`src/rtl/bmdma_pkg.sv`:
```
package bmdma_pkg;
  localparam int SLICE_BYTES = 8;
  localparam int DESC_W      = 32;
  localparam int BUS_W       = 32;

  typedef enum logic [1:0] {
    SZ_BYTE = 2'd0,
    SZ_HALF = 2'd1,
    SZ_WORD = 2'd2,
    SZ_WRD3 = 2'd3
  } acc_size_e;

  function automatic logic [BUS_W-1:0] width_mask(input logic [1:0] sz);
    case (sz)
      SZ_BYTE: width_mask = 32'h0000_00FF;
      SZ_HALF: width_mask = 32'h0000_FFFF;
      default: width_mask = 32'hFFFF_FFFF;
    endcase
  endfunction
endpackage

```
`src/rtl/bmdma_decode.sv`:
```
module bmdma_decode #(
  parameter int NCH    = 2,
  parameter int CH_W   = (NCH > 1) ? $clog2(NCH) : 1,
  parameter int ADDR_W = 3 + CH_W
) (
  input  logic [ADDR_W-1:0] addr,
  input  logic [1:0]        size,
  output logic [CH_W-1:0]   ch,
  output logic              ch_ok,
  output logic              in_ptr,
  output logic              is_byte,
  output logic              is_cmd,
  output logic              is_sts,
  output logic [1:0]        lane
);
  import bmdma_pkg::*;

  always_comb begin
    ch      = addr[ADDR_W-1:3];
    ch_ok   = (32'(ch) < NCH);
    in_ptr  = addr[2];
    lane    = addr[1:0];
    is_byte = (size == SZ_BYTE);
    is_cmd  = !addr[2] && (addr[1:0] == 2'd0);
    is_sts  = !addr[2] && (addr[1:0] == 2'd2);
  end
endmodule

```
`src/rtl/bmdma_chan.sv`:
```
module bmdma_chan
  import bmdma_pkg::*;
(
  input  logic              clk,
  input  logic              rst_n,
  input  logic              cmd_we,
  input  logic              sts_we,
  input  logic              ptr_we_all,
  input  logic              ptr_we_byte,
  input  logic [1:0]        lane,
  input  logic [BUS_W-1:0]  wdata,
  input  logic              hw_active,
  input  logic              err_set,
  input  logic              irq_set,
  output logic [7:0]        cmd,
  output logic [7:0]        sts,
  output logic [DESC_W-1:0] ptr
);
  logic       err_q, irq_q;
  logic [1:0] cap_q;
  logic [DESC_W-1:0] ptr_nxt;

  always_comb begin
    ptr_nxt = ptr;
    if (ptr_we_all)       ptr_nxt = wdata[DESC_W-1:0];
    else if (ptr_we_byte) ptr_nxt[8*lane +: 8] = wdata[7:0];
    ptr_nxt[1:0] = 2'b00;
  end

  always_ff @(posedge clk or negedge rst_n) begin
    if (!rst_n) begin
      cmd   <= '0;
      ptr   <= '0;
      err_q <= 1'b0;
      irq_q <= 1'b0;
      cap_q <= '0;
    end else begin
      if (cmd_we) cmd <= wdata[7:0];
      if (ptr_we_all || ptr_we_byte) ptr <= ptr_nxt;
      if (sts_we) cap_q <= wdata[6:5];
      err_q <= err_set | (err_q & ~(sts_we & wdata[1]));
      irq_q <= irq_set | (irq_q & ~(sts_we & wdata[2]));
    end
  end

  assign sts = {1'b0, cap_q, 2'b00, irq_q, err_q, hw_active};


  err_set_wins_chk: assert property (@(posedge clk) disable iff (!rst_n)
    err_set |=> sts[1]);

  irq_set_wins_chk: assert property (@(posedge clk) disable iff (!rst_n)
    irq_set |=> sts[2]);

  err_clear_chk: assert property (@(posedge clk) disable iff (!rst_n)
    (sts_we && wdata[1] && !err_set) |=> !sts[1]);

  cap_load_chk: assert property (@(posedge clk) disable iff (!rst_n)
    sts_we |=> (sts[6:5] == $past(wdata[6:5])));

  ptr_word_chk: assert property (@(posedge clk) disable iff (!rst_n)
    ptr_we_all |=> (ptr[DESC_W-1:2] == $past(wdata[DESC_W-1:2])));
endmodule

```
`src/rtl/bmdma_regs.sv`:
```
module bmdma_regs
  import bmdma_pkg::*;
#(
  parameter int NCH = 2,
  localparam int CH_W   = (NCH > 1) ? $clog2(NCH) : 1,
  localparam int ADDR_W = 3 + CH_W
) (
  input  logic                  clk,
  input  logic                  rst_n,
  input  logic                  acc_valid,
  input  logic                  acc_write,
  input  logic [ADDR_W-1:0]     acc_addr,
  input  logic [1:0]            acc_size,
  input  logic [BUS_W-1:0]      acc_wdata,
  output logic                  rsp_valid,
  output logic [BUS_W-1:0]      rsp_data,
  input  logic [NCH-1:0]        eng_active,
  input  logic [NCH-1:0]        eng_err_set,
  input  logic [NCH-1:0]        eng_irq_set,
  output logic [NCH*8-1:0]      cmd_out,
  output logic [NCH*DESC_W-1:0] desc_ptr_out
);
  logic [CH_W-1:0] d_ch;
  logic            d_ch_ok, d_in_ptr, d_byte, d_cmd, d_sts;
  logic [1:0]      d_lane;
  logic            wr_go;

  logic [7:0]        ch_cmd [NCH];
  logic [7:0]        ch_sts [NCH];
  logic [DESC_W-1:0] ch_ptr [NCH];

  bmdma_decode #(.NCH(NCH), .CH_W(CH_W), .ADDR_W(ADDR_W)) u_dec (
    .addr(acc_addr), .size(acc_size), .ch(d_ch), .ch_ok(d_ch_ok),
    .in_ptr(d_in_ptr), .is_byte(d_byte), .is_cmd(d_cmd), .is_sts(d_sts),
    .lane(d_lane)
  );

  assign wr_go = acc_valid && acc_write && d_ch_ok;

  for (genvar g = 0; g < NCH; g++) begin : g_ch
    logic hit;
    assign hit = wr_go && (d_ch == CH_W'(g));
    bmdma_chan u_chan (
      .clk(clk), .rst_n(rst_n),
      .cmd_we(hit && d_byte && d_cmd),
      .sts_we(hit && d_byte && d_sts),
      .ptr_we_all(hit && d_in_ptr && acc_size[1]),
      .ptr_we_byte(hit && d_in_ptr && d_byte),
      .lane(d_lane), .wdata(acc_wdata),
      .hw_active(eng_active[g]),
      .err_set(eng_err_set[g]), .irq_set(eng_irq_set[g]),
      .cmd(ch_cmd[g]), .sts(ch_sts[g]), .ptr(ch_ptr[g])
    );
    assign cmd_out[8*g +: 8]                = ch_cmd[g];
    assign desc_ptr_out[DESC_W*g +: DESC_W] = ch_ptr[g];
  end

  logic [BUS_W-1:0] rd_raw;
  always_comb begin
    rd_raw = '0;
    if (d_ch_ok) begin
      if (d_in_ptr)      rd_raw = ch_ptr[d_ch] >> (8 * d_lane);
      else if (!d_byte)  rd_raw = '1;
      else if (d_cmd)    rd_raw = {24'h0, ch_cmd[d_ch]};
      else if (d_sts)    rd_raw = {24'h0, ch_sts[d_ch]};
      else               rd_raw = 32'h0000_00FF;
    end
  end

  always_ff @(posedge clk or negedge rst_n) begin
    if (!rst_n) begin
      rsp_valid <= 1'b0;
      rsp_data  <= '0;
    end else begin
      rsp_valid <= acc_valid && !acc_write;
      if (acc_valid && !acc_write) rsp_data <= rd_raw & width_mask(acc_size);
    end
  end


  rsp_follows_read_chk: assert property (@(posedge clk) disable iff (!rst_n)
    (acc_valid && !acc_write) |=> rsp_valid);

  no_rsp_on_write_chk: assert property (@(posedge clk) disable iff (!rst_n)
    !(acc_valid && !acc_write) |=> !rsp_valid);

  wide_ctl_write_chk: assert property (@(posedge clk) disable iff (!rst_n)
    (acc_valid && acc_write && !d_in_ptr && !d_byte) |=> $stable(cmd_out));

  wide_ctl_read_chk: assert property (@(posedge clk) disable iff (!rst_n)
    (acc_valid && !acc_write && !d_in_ptr && (acc_size == SZ_HALF))
      |=> (rsp_data == 32'h0000_FFFF));
endmodule

```
`config.mk`:
```
export PLATFORM = sky130hd
export DESIGN_NAME = bmdma_regs
export DESIGN_NICKNAME = d
export VERILOG_FILES = /design/src/rtl/bmdma_pkg.sv /design/src/rtl/bmdma_decode.sv /design/src/rtl/bmdma_chan.sv /design/src/rtl/bmdma_regs.sv
export SDC_FILE = /design/constraint.sdc
export NUM_CORES = 1
export LEC_CHECK = 0
export BUFFER_PORTS_ARGS = -buffer_cell sky130_fd_sc_hd__buf_2
export CORE_MARGIN = 10
export CORE_UTILIZATION = 50
export DETAILED_ROUTE_END_ITERATION = 8
export PLACE_DENSITY = 0.76
export REMOVE_ABC_BUFFERS = 1
export SKIP_CTS_REPAIR_TIMING = 1
export SLEW_MARGIN = 20
export SYNTH_ARGS = -nofsm -noshare
export SYNTH_HDL_FRONTEND = slang
export SYNTH_SLANG_ARGS = --single-unit
export TNS_END_PERCENT = 30
```
`constraint.sdc`:
```
create_clock -name clk -period 2.7 [get_ports clk]
set_input_delay 0.135 -clock clk [delete_from_list [all_inputs] [get_ports clk]]
set_output_delay 0.135 -clock clk [all_outputs]
set_load 0.02 [all_outputs]
```
==> metrics.cfg <==
[run_status]
status=finished, final reports clean

[worst_setup_path]
cp_top_family=simple AND/OR/NAND/NOR gates
r2r_start=g_ch[0].u_chan.cmd[3]$_DFFE_PN0P_
ff2ff_path_depth=4
start_kind=input port
cpPeakStageDelay_ps=600
critPathMaxFanout=11
r2r_end=rsp_data[3]$_DFFE_PN0P_
end_kind=register
path_class=input port to register
critPathBufInv=2
cp_slowest_cell=or4bb_1
crit_chain=buf_2 -> inv_2 -> ha_1 -> or4bb_1 -> nor4_4 -> a221oi_1 -> nor2_1
ff2ff_setup_slack_ps=1150
cp.required_ps=3040
cp.arrival_ps=2290

[sta]
slew_headroom_pct=43.4
fin_crit_ps=1950
tightest_slew_ps=849
maxSlewViolCount=0
setup_viol=0
rsz0062_at_grt=false
finalHoldViolCount=0
fmax_mhz=513
final.setup.tns_ps=0
post-route-period-util_pct=72.2
skew_ps=6.71

[placed_design]
io_buffers=156
gp_congestion=0.926
dp_hpwl_um=16200
place_area_sq_um=7170

[yosys]
async_flop_share_pct=100
ys_seq_area_share_pct=46.8
syn_inst=589
yosysTopAreaCell=dfrtp_1
ys.flop_type=dfrtp_1
synth_cell_types=54
ys_ff_latch=117
syn_area_sq_um=6260
yosysWarnings=0
synthTopCellsByCount=dfrtp_1, nor2_1, a21oi_1
synth-edff-count=0
avgSynthCellArea_sq_um=10.6
yosys-top-cells-area=dfrtp_1, mux2_2, nor2_1, a22o_1, mux4_2
synth.most_common_cell=dfrtp_1
synth_top_area_share_pct=46.8

[global_route]
grtUsageTotal_pct=25.0
antenna_found_initial=0
grt_pass1_vias=5976
grt_overflow=0
grt_pass1_wl_um=34500
grt_max_degree=50

[clock_tree]
htree_levels=4
numCtsBuffers=17
clk_pin_slew_ps=50
worst_skew_pair.late_latency_ps=420
clock-root-buffer=clkbuf_16
cts_sinks=117
clk_path_buf_depth=2
cts_tree=built

[worst_hold_path]
min_path_type=input port to register
whs_endpoint=g_ch[1].u_chan.ptr[15]$_DFFE_PN0P_
hp-start=acc_wdata[15]
min_path_cells=3

[finish]
drive_gt1_share_pct=35.8
area.growth.synth_to_final_pct=25.8
num-fill-cells=992
nNetsFinal=798
final_util_pct=65.0
finalInstanceArea_sq_um=7870
diodes=0
regArea_sq_um=2930
multi_input_area_sq_um=3040

[routing]
drcViolationCount=0
via_per_inst=6.26
wl_per_cell_um=23.6
first_pass_iters=6
num_vias=5799
routed_wl_um=21900
ant_nets=0
drt_iter0_drc=844

[floorplanning]
fp.dieH_um=132
core-area_sq_um=12100
fp.dieW_um=132
io_pins=161
die_area_sq_um=17400
rows=40
start_util_pct=51.7

[power]
p_leak_nw=3.69
ir_worst_vdd_v=0.000567
powerDensity_nw_per_um2=818

[job]
cap_viol_max_count=0

## power by group
group	leakage (nW)	internal, W	switching, W
Clock	0.313	0.00163	0.000787
Sequential	1.43	0.00206	0.000297
Combinational	1.95	0.000616	0.00105
Total	3.69	0.00431	0.00213
## worst reg2reg max path, cell delays in order, from the launching register on
cell and delay (ps):
dfrtp_1 400, mux2_2 270, a2111oi_0 450, nor2_1 80, a22o_1 230
## metal layers
| layer | part of all wire (%) | global-route usage, % | vias up |
|---|---|---|---|
| li1 | - | - | 2520 |
| met1 | 39 | 30.9 | 2860 |
| met2 | 48 | 39.2 | 360 |
| met3 | 9.9 | 8.35 | 59 |
| met4 | 3.4 | 10.1 | 0 |
| met5 | 0 | 0 | - |
## layout by cell type (no fill, tap or decap), types with 3 or more instances in the layout
| master | n |
|---|---|
| clkbuf_16 | 17 |
| mux2i_1 | 20 |
| o21ai_0 | 19 |
| nand2_1 | 29 |
| a2111oi_0 | 3 |
| dlygate4sd3_1 | 6 |
| conb_1 | 4 |
| a22oi_1 | 29 |
| a22o_1 | 31 |
| ha_1 | 5 |
| nor3_1 | 9 |
| buf_4 | 19 |
| buf_2 | 155 |
| o221a_2 | 3 |
| a21o_1 | 5 |
| clkinv_2 | 4 |
| mux2_2 | 33 |
| clkbuf_8 | 4 |
| nor4_4 | 7 |
| dfrtp_1 | 117 |
| nor2_1 | 79 |
| nand2b_1 | 5 |
| mux4_2 | 11 |
| inv_1 | 14 |
| nor2b_1 | 4 |
| o32ai_1 | 6 |
| a221oi_1 | 24 |
| o22ai_1 | 8 |
| nand4_1 | 3 |
| bufinv_16 | 4 |
| a21oi_1 | 48 |
## cell type report
class,count,area share [%]
multi-input cells,412,38.6
flip-flops and latches,117,37.2
repair buffers,181,12.7
clock inverters,9,1.88
well taps,168,2.67
inverters,16,0.763
clock buffers,23,6.20
## through the flow
| step | cells | power [W] | setup slack (ps) | hold slack (ps) |
|---|---|---|---|---|
| floorplan | 545 | 0.00325 | 733 | -161 |
| global placement | 888 | 0.00396 | 469 | 181 |
| detailed placement | 888 | 0.00402 | 377 | 195 |
| CTS | 920 | 0.00644 | 785 | -250 |
| global route | 926 | 0.00671 | 629 | 37.6 |
| finish | 926 | 0.00644 | 752 | 17.5 |
## state kept, by name (all words and copies together), names as in the netlist
name / flops
g_ch.u_chan.irq_q: 2
g_ch.u_chan.cmd: 16
g_ch.u_chan.cap_q: 4
g_ch.u_chan.err_q: 2
rsp_data: 32
g_ch.u_chan.ptr: 60
rsp_valid: 1
## cells by family after synthesis
logic type	count (synthesis)	share of synthesized area, %
compound gates	187	21.1
simple gates	152	13.1
flops	117	46.8
mux	64	13.1
buf+inv	63	4.84
fa+ha+maj	5	1.00
other cells	1	0.0599
## worst max-delay path by stage
stage | start | end | slack [ps] | cells past startpoint
6_report | acc_addr[0] | g_ch[0].u_chan.ptr[28]$_DFFE_PN0P_ | 750 | 7
3_3_place_gp | acc_addr[0] | g_ch[1].u_chan.ptr[26]$_DFFE_PN0P_ | 470 | 7
3_5_place_dp | acc_addr[0] | g_ch[1].u_chan.ptr[29]$_DFFE_PN0P_ | 380 | 7
2_1_floorplan | acc_addr[1] | g_ch[0].u_chan.cmd[0]$_DFFE_PN0P_ | 730 | 5
4_1_cts | acc_addr[0] | g_ch[1].u_chan.ptr[27]$_DFFE_PN0P_ | 780 | 7
5_1_grt | acc_addr[0] | g_ch[1].u_chan.ptr[26]$_DFFE_PN0P_ | 630 | 7
No activity file was read; power rests on OpenSTA's default activity.
